[config.mk]
export PLATFORM = sky130hd
export DESIGN_NAME = sdseq_top
export DESIGN_NICKNAME = d
export VERILOG_FILES = /design/src/rtl/sdseq_pkg.sv /design/src/rtl/sdseq_rfsh_timer.sv /design/src/rtl/sdseq_engine.sv /design/src/rtl/sdseq_top.sv
export SDC_FILE = /design/constraint.sdc
export NUM_CORES = 1
export LEC_CHECK = 0
export BUFFER_PORTS_ARGS = -buffer_cell sky130_fd_sc_hd__clkbuf_2
export CORE_MARGIN = 3
export CORE_UTILIZATION = 47
export DETAILED_ROUTE_END_ITERATION = 8
export HOLD_SLACK_MARGIN = 0.03
export PLACE_DENSITY = 0.77
export SLEW_MARGIN = 20
export SYNTH_ARGS = -nofsm -noshare
export SYNTH_HDL_FRONTEND = slang
export SYNTH_HIERARCHICAL = 1
export SYNTH_SLANG_ARGS = --single-unit
export TNS_END_PERCENT = 20
[constraint.sdc]
create_clock -name clk -period 1.8 [get_ports clk]
set_clock_uncertainty 0.1 [all_clocks]
set_input_delay 0.09 -clock clk [delete_from_list [all_inputs] [get_ports clk]]
set_output_delay 0.09 -clock clk [all_outputs]
set_load 0.02 [all_outputs]
[src/rtl/sdseq_pkg.sv]
package sdseq_pkg;
  localparam int TF_W   = 4;
  localparam int NDEV   = 2;
  localparam int WAIT_W = TF_W + 1;

  typedef enum logic [2:0] {
    C_NORMAL = 3'd0,
    C_CKE_ON = 3'd1,
    C_PALL   = 3'd2,
    C_AREF   = 3'd3,
    C_LMR    = 3'd4,
    C_SREF   = 3'd5,
    C_PDOWN  = 3'd6,
    C_RSVD   = 3'd7
  } sdcmd_e;

  typedef struct packed {
    logic [TF_W-1:0] trcd;
    logic [TF_W-1:0] trp;
    logic [TF_W-1:0] twr;
    logic [TF_W-1:0] trc;
    logic [TF_W-1:0] tras;
    logic [TF_W-1:0] txsr;
    logic [TF_W-1:0] tmrd;
  } sdtim_t;
endpackage

[src/rtl/sdseq_rfsh_timer.sv]
module sdseq_rfsh_timer #(
  parameter int RCNT_W = 13
) (
  input  logic              clk,
  input  logic              rst_n,
  input  logic              run,
  input  logic [RCNT_W-1:0] period,
  input  logic              take,
  output logic              pend
);
  logic [RCNT_W-1:0] cnt_q, cnt_d;
  logic              pend_q, pend_d;

  always_comb begin
    cnt_d  = cnt_q;
    pend_d = pend_q;
    if (!run) begin
      cnt_d  = period;
      pend_d = 1'b0;
    end else if (cnt_q == '0) begin
      cnt_d  = period;
      pend_d = 1'b1;
    end else begin
      cnt_d  = cnt_q - 1'b1;
      pend_d = pend_q & ~take;
    end
  end

  always_ff @(posedge clk or negedge rst_n) begin
    if (!rst_n) begin
      cnt_q  <= '0;
      pend_q <= 1'b0;
    end else begin
      cnt_q  <= cnt_d;
      pend_q <= pend_d;
    end
  end

  assign pend = pend_q;

  AST_PEND_CLEAR: assert property (@(posedge clk) disable iff (!rst_n)
    !run |=> !pend_q);
  AST_PEND_KEEP: assert property (@(posedge clk) disable iff (!rst_n)
    (pend_q && !take && run) |=> pend_q);
endmodule

[src/rtl/sdseq_engine.sv]
module sdseq_engine
  import sdseq_pkg::*;
#(
  parameter int ADDR_W = 13,
  parameter int REP_W  = 4,
  parameter int PAY_LSB = 5 + REP_W,
  parameter int CMD_W  = PAY_LSB + ADDR_W
) (
  input  logic              clk,
  input  logic              rst_n,
  input  sdtim_t            tim,
  input  logic              cmd_we,
  input  logic [CMD_W-1:0]  cmd_word,
  input  logic              rf_pend,
  output logic              rf_take,
  output logic [NDEV-1:0]   act,
  output logic              busy,
  output logic [NDEV-1:0]   sd_cke,
  output logic [NDEV-1:0]   sd_cs_n,
  output logic              sd_ras_n,
  output logic              sd_cas_n,
  output logic              sd_we_n,
  output logic [ADDR_W-1:0] sd_addr
);
  logic              busy_q, busy_d;
  logic [WAIT_W-1:0] wait_q, wait_d;
  logic [REP_W-1:0]  rep_q, rep_d;
  logic [NDEV-1:0]   sel_q, sel_d, cke_q, cke_d, sr_q, sr_d, act_q, act_d;
  logic [NDEV-1:0]   cs_n_q, cs_n_d;
  logic              ras_q, ras_d, cas_q, cas_d, we_q, we_d;
  logic [ADDR_W-1:0] addr_q, addr_d;

  sdcmd_e            code;
  logic [NDEV-1:0]   sel_in;
  logic              accept;
  logic              unused_tim;

  assign code    = sdcmd_e'(cmd_word[2:0]);
  assign sel_in  = {cmd_word[3], cmd_word[4]};
  assign accept  = cmd_we & ~busy_q;
  assign rf_take = ~busy_q & ~cmd_we & rf_pend;
  assign unused_tim = ^{tim.tras, tim.twr, tim.trcd};

  always_comb begin
    busy_d = busy_q;
    wait_d = wait_q;
    rep_d  = rep_q;
    sel_d  = sel_q;
    cke_d  = cke_q;
    sr_d   = sr_q;
    act_d  = act_q;
    cs_n_d = '1;
    ras_d  = 1'b1;
    cas_d  = 1'b1;
    we_d   = 1'b1;
    addr_d = '0;
    if (busy_q) begin
      if (wait_q != '0) begin
        wait_d = wait_q - 1'b1;
      end else if (rep_q != '0) begin
        rep_d  = rep_q - 1'b1;
        cs_n_d = ~sel_q;
        ras_d  = 1'b0;
        cas_d  = 1'b0;
        wait_d = {1'b0, tim.trc} + WAIT_W'(1);
      end else begin
        busy_d = 1'b0;
      end
    end else if (accept) begin
      busy_d = 1'b1;
      sel_d  = sel_in;
      rep_d  = '0;
      wait_d = '0;
      unique case (code)
        C_NORMAL: begin
          cke_d = cke_q | sel_in;
          act_d = act_q | sel_in;
          sr_d  = sr_q & ~sel_in;
          if ((sel_in & sr_q) != '0) wait_d = {1'b0, tim.txsr} + WAIT_W'(1);
        end
        C_CKE_ON: cke_d = cke_q | sel_in;
        C_PALL: begin
          cs_n_d     = ~sel_in;
          ras_d      = 1'b0;
          we_d       = 1'b0;
          addr_d[10] = 1'b1;
          wait_d     = {1'b0, tim.trp} + WAIT_W'(1);
        end
        C_AREF: begin
          cs_n_d = ~sel_in;
          ras_d  = 1'b0;
          cas_d  = 1'b0;
          rep_d  = cmd_word[5 +: REP_W];
          wait_d = {1'b0, tim.trc} + WAIT_W'(1);
        end
        C_LMR: begin
          cs_n_d = ~sel_in;
          ras_d  = 1'b0;
          cas_d  = 1'b0;
          we_d   = 1'b0;
          addr_d = cmd_word[PAY_LSB +: ADDR_W];
          wait_d = {1'b0, tim.tmrd} + WAIT_W'(1);
        end
        C_SREF: begin
          cs_n_d = ~sel_in;
          ras_d  = 1'b0;
          cas_d  = 1'b0;
          cke_d  = cke_q & ~sel_in;
          sr_d   = sr_q | sel_in;
          act_d  = act_q & ~sel_in;
        end
        C_PDOWN: begin
          cke_d = cke_q & ~sel_in;
          act_d = act_q & ~sel_in;
        end
        default: ;
      endcase
    end else if (rf_take) begin
      busy_d = 1'b1;
      sel_d  = act_q;
      rep_d  = '0;
      cs_n_d = ~act_q;
      ras_d  = 1'b0;
      cas_d  = 1'b0;
      wait_d = {1'b0, tim.trc} + WAIT_W'(1);
    end
  end

  always_ff @(posedge clk or negedge rst_n) begin
    if (!rst_n) begin
      busy_q <= 1'b0;
      wait_q <= '0;
      rep_q  <= '0;
      sel_q  <= '0;
      cke_q  <= '0;
      sr_q   <= '0;
      act_q  <= '0;
      cs_n_q <= '1;
      ras_q  <= 1'b1;
      cas_q  <= 1'b1;
      we_q   <= 1'b1;
      addr_q <= '0;
    end else begin
      busy_q <= busy_d;
      wait_q <= wait_d;
      rep_q  <= rep_d;
      sel_q  <= sel_d;
      cke_q  <= cke_d;
      sr_q   <= sr_d;
      act_q  <= act_d;
      cs_n_q <= cs_n_d;
      ras_q  <= ras_d;
      cas_q  <= cas_d;
      we_q   <= we_d;
      addr_q <= addr_d;
    end
  end

  assign act      = act_q;
  assign busy     = busy_q;
  assign sd_cke   = cke_q;
  assign sd_cs_n  = cs_n_q;
  assign sd_ras_n = ras_q;
  assign sd_cas_n = cas_q;
  assign sd_we_n  = we_q;
  assign sd_addr  = addr_q;

  AST_NOP_IN_WAIT: assert property (@(posedge clk) disable iff (!rst_n)
    (busy_q && wait_q != '0) |=> (&cs_n_q));
  AST_REP_HOLD: assert property (@(posedge clk) disable iff (!rst_n)
    (wait_q != '0) |=> $stable(rep_q));
  AST_BUSY_IGNORE: assert property (@(posedge clk) disable iff (!rst_n)
    (busy_q && cmd_we) |=> $stable(sel_q));
  AST_SREF_CKE_LOW: assert property (@(posedge clk) disable iff (!rst_n)
    (sr_q & cke_q) == '0);
endmodule

[src/rtl/sdseq_top.sv]
module sdseq_top
  import sdseq_pkg::*;
#(
  parameter int ADDR_W = 13,
  parameter int REP_W  = 4,
  parameter int RCNT_W = 13,
  parameter int CMD_W  = 5 + REP_W + ADDR_W,
  parameter int TIM_W  = 7 * TF_W
) (
  input  logic              clk,
  input  logic              rst_n,
  input  logic              ctl_en,
  input  logic [TIM_W-1:0]  tim_cfg,
  input  logic [RCNT_W-1:0] rfsh_period,
  input  logic              cmd_we,
  input  logic [CMD_W-1:0]  cmd_word,
  output logic              busy,
  output logic [NDEV-1:0]   sd_cke,
  output logic [NDEV-1:0]   sd_cs_n,
  output logic              sd_ras_n,
  output logic              sd_cas_n,
  output logic              sd_we_n,
  output logic [1:0]        sd_ba,
  output logic [ADDR_W-1:0] sd_addr
);
  logic [1:0]      rs_q;
  logic            rst_int_n;
  logic            pend, take;
  logic [NDEV-1:0] act;

  always_ff @(posedge clk or negedge rst_n) begin
    if (!rst_n) rs_q <= 2'b00;
    else        rs_q <= {rs_q[0], 1'b1};
  end
  assign rst_int_n = rs_q[1];

  sdseq_rfsh_timer #(.RCNT_W(RCNT_W)) u_timer (
    .clk    (clk),
    .rst_n  (rst_int_n),
    .run    (ctl_en & (|act)),
    .period (rfsh_period),
    .take   (take),
    .pend   (pend)
  );

  sdseq_engine #(.ADDR_W(ADDR_W), .REP_W(REP_W)) u_engine (
    .clk      (clk),
    .rst_n    (rst_int_n),
    .tim      (sdtim_t'(tim_cfg)),
    .cmd_we   (cmd_we),
    .cmd_word (cmd_word),
    .rf_pend  (pend),
    .rf_take  (take),
    .act      (act),
    .busy     (busy),
    .sd_cke   (sd_cke),
    .sd_cs_n  (sd_cs_n),
    .sd_ras_n (sd_ras_n),
    .sd_cas_n (sd_cas_n),
    .sd_we_n  (sd_we_n),
    .sd_addr  (sd_addr)
  );

  assign sd_ba = '0;
endmodule

==> results of run 1 <==
area by class of cell:
class / count / area [um^2] / share of cell area, %
Inverter: 14 / 52.6 / 1.21
Tap cell: 75 / 93.8 / 2.16
Clock buffer: 5 / 68.8 / 1.59
Multi-Input combinational cell: 233 / 1680 / 38.7
Clock inverter: 3 / 28.8 / 0.663
Sequential cell: 52 / 1310 / 30.2
Timing Repair Buffer: 157 / 1110 / 25.5
per-layer routing:
layer  GRT usage, %  wire length [um]  part of all wire [%]  vias up
met1           30.2              3520                    42     1416
met2           37.4              4260                    51      126
li1               -                 -                     -     1423
met4           5.90               133                   1.6        0
met5              0                 0                     0        -
met3           3.84               456                   5.5       15
report_power, final:
| part | switching (mW) | internal (mW) |
|---|---|---|
| clock network | 0.431 | 0.294 |
| registers | 0.137 | 1.34 |
| logic | 0.623 | 0.733 |
| total | 1.19 | 2.36 |
cells in the final DEF, fill, tap and decap left out, types with 12 or more instances in the layout:
master and n:
and2_1 12, buf_4 42, clkbuf_2 75, dfrtp_1 46, dlygate4sd3_1 34, nand2_1 33
nor2_1 13, o21ai_0 17, xnor2_1 12
cells in the mapped netlist (5+ instances only):
cell type	number
inv_1	14
clkbuf_1	8
nor3_1	11
o21ai_0	24
nor4_1	6
nand3_1	10
and2_1	12
nor2_1	14
dfstp_2	5
a21oi_1	11
a31oi_1	7
xnor2_1	12
ha_1	7
nand2b_1	5
nand2_1	37
dfrtp_1	47
kinds of logic after synthesis:
family / count (synthesis)
xor+xnor: 15
simple gates: 125
fa+ha+maj: 7
flops: 52
mux: 7
other cells: 2
compound gates: 76
buf+inv: 31
worst paths after layout:
kind	start	endpoint	slack, ns	cells after the start
setup / recovery	u_timer/cnt_q[0]	u_timer/cnt_q[4]	-0.19	8
min in group clk	cmd_word[1]	flop	0.09	3
hold reg to reg	rs_q[1]	u_engine/sd_addr[9]	0.06	0
max in group asynchronous	rst_n	rs_q[1]	0.95	3
setup reg to reg	u_timer/cnt_q[0]	u_timer/cnt_q[4]	-0.19	8
hold / removal	rs_q[1]	u_engine/sd_addr[9]	0.06	0
timing repair:
action / in CTS / in global routing
gates cloned: 0 / 1
gates resized for setup: 21 / 28
pin swaps: 14 / 8
buffers inserted: 1 / 2
setup endpoints to repair: 22 / 26
hold buffers: 34 / 0
endpoints found under the hold margin: 34 / 0
critical path, delay by kind of cell (launching register included):
kind            cells  cell delay (ns)
simple gates        2             0.46
fa+ha+maj           1             0.12
buf+inv             3             0.43
flops               1             0.41
compound gates      2             0.39
==> flow_summary.toml, run 1 <==
[synth]
yosysWarnings = 6
netlist_instances = 315
syn-mean-instance-area_um2 = 9.43
ys_seq_area_share_pct = 44.0
synth_area_leaders = "dfrtp_1 40%, nand2_1 4.7%, dfstp_2 4.4%"
synth_xor_area_share_pct = 4.42
synth_top_family_by_area = "simple AND/OR/NAND/NOR gates"
synth-seq-cells = 52
ys_types = 64
synthArstFlopShare_pct = 100
yosys_most_used_dff = "dfrtp_1"
yosysTopAreaCell = "dfrtp_1"
synth_top_area_share_pct = 39.6
yosys.area_share.simple_pct = 22.8
muxShareOfSynthArea_pct = 2.49
synth-compound-area-share_pct = 17.7
synth_edf_count = 0
synth_fa_ha_area_share_pct = 2.95
syn_area_um2 = 2970

[place]
gp_congestion = 0.896
dp_slack_ns = -0.235
dp_cells = 493
place_area_um2 = 3690
dp_hpwl_um = 5630
numPortBuffers = 75

[die]
die_w_um = 85.5
core_um2 = 6030
initial_core_util_pct = 49.3
io_pins = 90
std_cell_rows = 28
dieArea_um2 = 7310
die_height_um = 85.5

[grt]
grt_pass1_wl_um = 13300
grtUsageTotal_pct = 22.4
first_global_vias = 2906
grt_start_max_net_pins = 39
gr-total-overflow = 0
antenna_found_initial = 0

[worst_setup_path]
cpMostUsedCell = "buf_4"
startpoint_type = "flop"
setup.worst_path.class = "flop to flop"
crit_fanout = 6
critPathArrivalTime_ns = 2.14
cpPeakStageDelay_ns = 0.41
critical_path.slowest_cell = "dfrtp_1"
crit_path_cell_trace = "inv_2 -> ha_4 -> or3b_4 -> o41ai_4 -> buf_4 -> buf_4 -> nand2_1 -> o21ai_0"
cp-end-kind = "flop"
worst_ep_required_time_ns = 1.95

[detailed_routing]
ant_nets = 0
vias = 2980
post_drt_wl_per_cell_um = 15.5
dr.pass1.iters = 5
drt-initial-drc-count = 208
drt_wl_total_um = 8360
drc_errors = 0
via_per_inst = 5.53

[sta]
drv_slew = 0
hold_ws_ns = 0.0596
hold_violations = 0
tns_ns = -2.19
max_slew_margin_pct = 64.4
period_share_pct = 111
fin_crit_ns = 1.99
layout_setup_ws_ns = -0.191
max_freq_mhz = 502
worst_pin_slew_ns = 0.527
rsz0062_at_grt = "yes"
setup_violations = 15

[cells_and_area]
nets = 537
fin_util_pct = 72.0
areaGrowthSynthToFinish_pct = 46.1
layout-drive-gt1-share_pct = 39.0
fin_cells = 539
fillers = 453
antenna_cells = 0
final_area_um2 = 4340

[clock_tree]
cts_tree = "built"
cts_buffers = 5
htreeDepth = 2
insertion_delay_ns = 0.31
cts-root-buf = "clkbuf_8"
clkTransAtPathRegs_ns = 0.11
cts_sinks = 52
clock_path_buffers = 2

[power]
finalPower_mw = 3.55
leakagePower_nw = 1.97
peakVddDrop_mv = 0.512
powerDensity_nw_per_um2 = 819

[status]
violations = "setup timing"
status = "finished, violations left"

[run]
maxCapViolCount = 0

[worst_hold_path]
hold_path.class = "flop to asynchronous set/reset pin"
(Power assumes the default switching activity.)
==> inputs of run 2 (changes only) <==
- CORE_ASPECT_RATIO: unset -> 0.6
- CORE_UTILIZATION: 47 -> 40
- PLACE_DENSITY: 0.77 -> 0.67
==> flow_summary.toml, run 2 (synthesis gave the netlist of run 1 again) <==
[die]
initial_core_util_pct = 42.8
core_um2 = 6940
die_height_um = 72.8
die_w_um = 117
dieArea_um2 = 8530
io_pins = 90
std_cell_rows = 23

[clock_tree]
cts_buffers = 5
cts_tree = "built"
htreeDepth = 2
cts-root-buf = "clkbuf_16"
cts_sinks = 52
clkTransAtPathRegs_ns = 0.07
clock_path_buffers = 2
insertion_delay_ns = 0.30

[sta]
period_share_pct = 108
max_freq_mhz = 513
drv_slew = 0
rsz0062_at_grt = "yes"
hold_violations = 0
setup_violations = 15
fin_crit_ns = 1.95
layout_setup_ws_ns = -0.150
worst_pin_slew_ns = 0.604
max_slew_margin_pct = 59.2

[grt]
grtUsageTotal_pct = 21.3
grt_pass1_wl_um = 14300
first_global_vias = 2865
antenna_found_initial = 0
gr-total-overflow = 0
grt_start_max_net_pins = 29

[status]
status = "finished, violations left"
violations = "setup timing"

[cells_and_area]
layout-drive-gt1-share_pct = 37.4
final_common_cell = "clkbuf_2"
nets = 536
antenna_cells = 0
fillers = 566
areaGrowthSynthToFinish_pct = 46.2
final_area_um2 = 4340
final_cell_mix = "75 x clkbuf_2, 46 x dfrtp_1, 45 x buf_4"

[place]
place_area_um2 = 3730
dp_hpwl_um = 6240
gp_congestion = 0.942
dp_slack_ns = -0.255
numPortBuffers = 75

[worst_setup_path]
worst-path-stages = 5
cpPeakStageDelay_ns = 0.61
ff2ff_path_depth = 5
cp-endpoint = "u_timer/cnt_q[3]"
reg2reg_to = "u_timer/cnt_q[3]"
crit_family = "simple AND/OR/NAND/NOR gates"
r2r_setup_slack_ns = -0.15
cp-end-kind = "flop"
startpoint_type = "flop"
crit_fanout = 8
crit_path_cell_trace = "or4_4 -> o41ai_4 -> buf_4 -> nand2_1 -> o21ai_1"
crit_buf_inv = 1
setup.worst_path.class = "flop to flop"
worst_ep_required_time_ns = 1.93
crit_path_start = "u_timer/cnt_q[6]"
critPathArrivalTime_ns = 2.08
critical_path.slowest_cell = "or4_4"
reg2reg_from = "u_timer/cnt_q[6]"

[worst_hold_path]
hold_depth = 4
hold_path.class = "primary input to flop"

[power]
p_comb_share_pct = 35.5
switching_share_pct = 32.4
switchingPower_mw = 1.24
powerDensity_nw_per_um2 = 883
p_int_mw = 2.59
leakagePower_nw = 1.98
peakVddDrop_mv = 0.449
finalPower_mw = 3.84
power_frac_seq_pct = 38.2
clkPwrFrac_pct = 26.3

[detailed_routing]
drt_wl_total_um = 8410
drt-initial-drc-count = 181
post_drt_wl_per_cell_um = 14.9
via_per_inst = 5.18
vias = 2916
ant_nets = 0
dr.pass1.iters = 5
drc_errors = 0

[run]
maxCapViolCount = 0
-- run 2: cell types whose count changed in the layout (fill, tap and decap cells not counted), moves of 3 or more --
cell and change:
clkbuf_16 +5, clkbuf_8 -5, o21ai_1 +4, buf_4 +3
-- run 2: power groups by stage --
stage / combinational, mW / clock (mW) / sequential [mW]
finish: 1.36 / 1.01 / 1.46
floorplan: 0.602 / 0 / 1.50
detailed placement: 1.16 / 0 / 1.46
global placement: 1.14 / 0 / 1.45
global route: 1.52 / 1.08 / 1.48
CTS: 1.31 / 1.03 / 1.46
-- run 2: final cells by class --
| cell class | instances | area (um^2) | area share [%] |
|---|---|---|---|
| Clock buffer | 5 | 125 | 2.88 |
| Clock inverter | 3 | 27.5 | 0.634 |
| Inverter | 14 | 52.6 | 1.21 |
| Multi-Input combinational cell | 233 | 1620 | 37.2 |
| Sequential cell | 52 | 1310 | 30.1 |
| Tap cell | 100 | 125 | 2.88 |
| Timing Repair Buffer | 156 | 1090 | 25.0 |
-- run 2: metal layers --
metal | vias to the layer above | global-route usage, % | wire length (um)
met2 | 118 | 30.1 | 3580
met4 | 0 | 5.73 | 90
met5 | - | 0 | 0
met3 | 9 | 4.31 | 588
met1 | 1364 | 33.0 | 4150
li1 | 1425 | - | -
-- run 2: how the worst min path moves through the flow --
| stage | start | to | slack, ns |
|---|---|---|---|
| 2_1_floorplan | rst_n | rs_q[0] | -0.31 |
| 3_3_place_gp | rst_n | rs_q[0] | -0.22 |
| 3_5_place_dp | rst_n | rs_q[0] | -0.21 |
| 4_1_cts | cmd_word[3] | u_engine/sd_cs_n[1] | 0.05 |
| 5_1_grt | cmd_word[3] | u_engine/sd_cs_n[1] | 0.1 |
| 6_report | cmd_word[3] | u_engine/sd_cs_n[1] | 0.05 |
-- run 2: metrics by stage --
stage / util (%) / hold WS, ns / TNS (ns) / std cells
after floorplan: - / -0.306 / -2.76 / 316
after global placement: 53.9 / -0.220 / -2.85 / 520
after detailed placement: 53.9 / -0.213 / -3.65 / 520
after CTS: 62.0 / 0.0515 / -1.77 / 562
after global routing: 62.6 / 0.0977 / -3.07 / 563
final: 62.6 / 0.0545 / -1.80 / 563
-- run 2: worst min-delay path, stage by stage --
cell and delay, ns:
clkbuf_2 0.16, nand3_1 0.08, nand2_1 0.08, a21oi_1 0.04
-- run 2: what timing repair did --
| item | in CTS | in global routing |
|---|---|---|
| buffers inserted | 1 | 1 |
| pin swaps | 8 | 5 |
| hold endpoints to repair | 32 | 0 |
| hold buffers | 32 | 0 |
| gates resized for setup | 21 | 15 |
| setup endpoints to repair | 21 | 24 |
| cloned | 1 | 0 |
==> inputs of run 3 (changes only) <==
- ABC_AREA: unset -> 1
- ABC_CLOCK_PERIOD_IN_PS: unset -> 1800
- PLACE_DENSITY: 0.67 -> 0.66
==> flow_summary.toml, run 3 <==
[worst_setup_path]
reg2reg_from = "u_engine/rep_q[0]"
startpoint_type = "flop"
critical_path.slowest_cell = "dfrtp_1"
setup.worst_path.class = "flop to flop"
cp-end-kind = "flop"
worst_ep_required_time_ns = 1.88
cpMostUsedCell = "nand2_2"
critPathArrivalTime_ns = 1.76
crit_path_cell_trace = "inv_2 -> ha_2 -> nand2_2 -> nor2_2 -> inv_1 -> nand2_2 -> nand2_2 -> nand2_4 -> clkinvlp_4 -> a22o_1"
cpPeakStageDelay_ns = 0.39
crit_path_start = "u_engine/rep_q[0]"
crit_fanout = 5

[grt]
antenna_found_initial = 0
grtUsageTotal_pct = 17.7
grt_start_max_net_pins = 51
gr-total-overflow = 0
first_global_vias = 2791
grt_pass1_wl_um = 12900

[sta]
tns_ns = 0
period_share_pct = 93.6
setup_violations = 0
fin_crit_ns = 1.68
max_freq_mhz = 594
drv_slew = 0
hold_violations = 0
rsz0062_at_grt = "no"
layout_setup_ws_ns = 0.116

[synth]
synth_fa_ha_area_share_pct = 2.75
synth_xor_area_share_pct = 2.47
synth_top_area_share_pct = 36.9
synth-compound-area-share_pct = 13.1
muxShareOfSynthArea_pct = 0
syn_area_um2 = 3190
yosysWarnings = 6
synth_area_leaders = "dfrtp_1 37%, nand2_1 13%, inv_1 5.9%"
yosys_most_used_dff = "dfrtp_1"
yosys.area_share.simple_pct = 30.5
synth.most_common_cell = "nand2_1"
netlist_instances = 422
synth-seq-cells = 52
synth_top_family_by_area = "simple AND/OR/NAND/NOR gates"
ys_seq_area_share_pct = 41.0
synth_edf_count = 0
synthTopCellsByCount = "112 x nand2_1, 50 x inv_1, 47 x dfrtp_1, 45 x nor2_1, 29 x o21ai_0"
synthArstFlopShare_pct = 100
syn-mean-instance-area_um2 = 7.55
yosysTopAreaCell = "dfrtp_1"
ys_types = 44

[clock_tree]
clkTransAtPathRegs_ns = 0.07
cts-root-buf = "clkbuf_16"
clock_path_buffers = 2
cts_sinks = 52
insertion_delay_ns = 0.29
cts_tree = "built"
htreeDepth = 2
cts_buffers = 5

[place]
gp_congestion = 0.867
dp_slack_ns = 0.00737
dp_cells = 600
dp_hpwl_um = 5900
numPortBuffers = 75

[cells_and_area]
nets = 612
layout-drive-gt1-share_pct = 28.8
antenna_cells = 0
fillers = 673
final_cell_mix = "108 x nand2_1, 75 x clkbuf_2, 48 x inv_1"
fin_cells = 643
areaGrowthSynthToFinish_pct = 32.6
final_common_cell = "nand2_1"

[detailed_routing]
ant_nets = 0
dr.pass1.iters = 5
via_per_inst = 4.77
drt_wl_total_um = 8100
met2_wirelength_um = 3360
wl_met3_um = 503
drt-initial-drc-count = 188
vias = 3070
drc_errors = 0
dr.max_layer_used = "met4"
post_drt_wl_per_cell_um = 12.6
drt-met1-wl_um = 4180

[die]
die_w_um = 121
core_um2 = 7510
io_pins = 90
die_height_um = 75.1
initial_core_util_pct = 42.4
std_cell_rows = 24
dieArea_um2 = 9110

[power]
peakVddDrop_mv = 0.522
powerDensity_nw_per_um2 = 1080
leakagePower_nw = 2.09

[run]
maxCapViolCount = 0

[worst_hold_path]
min-delay-start = "cmd_word[8]"
hold_path.class = "primary input to flop"

[status]
status = "finished, final reports clean"
==> run 3: cell count changes after synthesis, moves of 11 or more <==
cell | previous run | this run
and2_1 | 12 | 1
inv_1 | 14 | 50
nand2_1 | 37 | 112
nand2_2 | 0 | 12
nand3_1 | 10 | 27
nor2_1 | 14 | 45
==> run 3: worst max-delay path, delay by kind of cell (launching register included) <==
family	cells	cell delay (ns)
flip-flops	1	0.39
adder cells (fa/ha/maj)	1	0.18
AND/OR/NAND/NOR	5	0.45
buffers and inverters	3	0.25
AO/OA/AOI/OAI	1	0.21
==> run 3: kinds of logic after synthesis <==
logic type,Yosys count
other,2
flip-flops,52
AO/OA/AOI/OAI,67
AND/OR/NAND/NOR,216
buffers and inverters,69
adder cells (fa/ha/maj),7
XOR/XNOR,9
==> run 3: path summary, 6_finish.rpt <==
check | to | slack (ns) | depth (start not counted)
hold reg to reg | u_engine/sd_addr[8] | 0.14 | 1
min in group asynchronous | u_engine/sd_addr[8] | 0.14 | 1
max in group asynchronous | rs_q[1] | 0.93 | 3
setup / recovery | u_engine/rep_q[2] | 0.12 | 10
hold / removal | u_engine/rep_q[3] | 0.05 | 5
setup reg to reg | u_engine/rep_q[2] | 0.12 | 10
==> run 3: report_power, final <==
| part | switching (mW) | internal [mW] | leakage, nW |
|---|---|---|---|
| Sequential | 0.231 | 1.49 | 0.643 |
| Clock | 0.423 | 0.556 | 0.0772 |
| Combinational | 1.10 | 0.748 | 1.37 |
==> run 3: per-layer routing <==
metal  GRT usage [%]  vias up
met5               0        -
met1            26.5     1399
met2            27.2       99
met4            3.73        0
met3            3.23        6
li1                -     1566
==> run 3: area by class of cell <==
class                           instances  area (um^2)  share of cell area, %
Inverter                               58          228                   5.39
Sequential cell                        52         1310                   31.0
Clock buffer                            6          139                   3.29
Multi-Input combinational cell        302         1610                   38.2
Timing Repair inverter                  1         7.51                  0.178
Clock inverter                          2         13.8                  0.326
Tap cell                              104          130                   3.08
Timing Repair Buffer                  118          786                   18.6
==> run 3: what timing repair did <==
item,CTS,global route
buffers inserted,0,4
gates cloned,0,1
pin swaps,0,3
endpoints found under the setup margin,1,9
hold buffers,29,1
endpoints found under the hold margin,30,2
resized for setup,1,15
==> run 3: metrics by stage <==
step	area, um^2	util [%]	total power, mW	hold slack (ns)
after global routing	4230	56.3	4.89	0.0887
after detailed placement	3680	49.1	3.33	-0.220
after floorplan	3190	-	2.91	-0.306
after CTS	4130	55.0	4.39	0.0319
after global placement	3680	49.1	3.26	-0.218
final	4230	56.3	4.55	0.0516
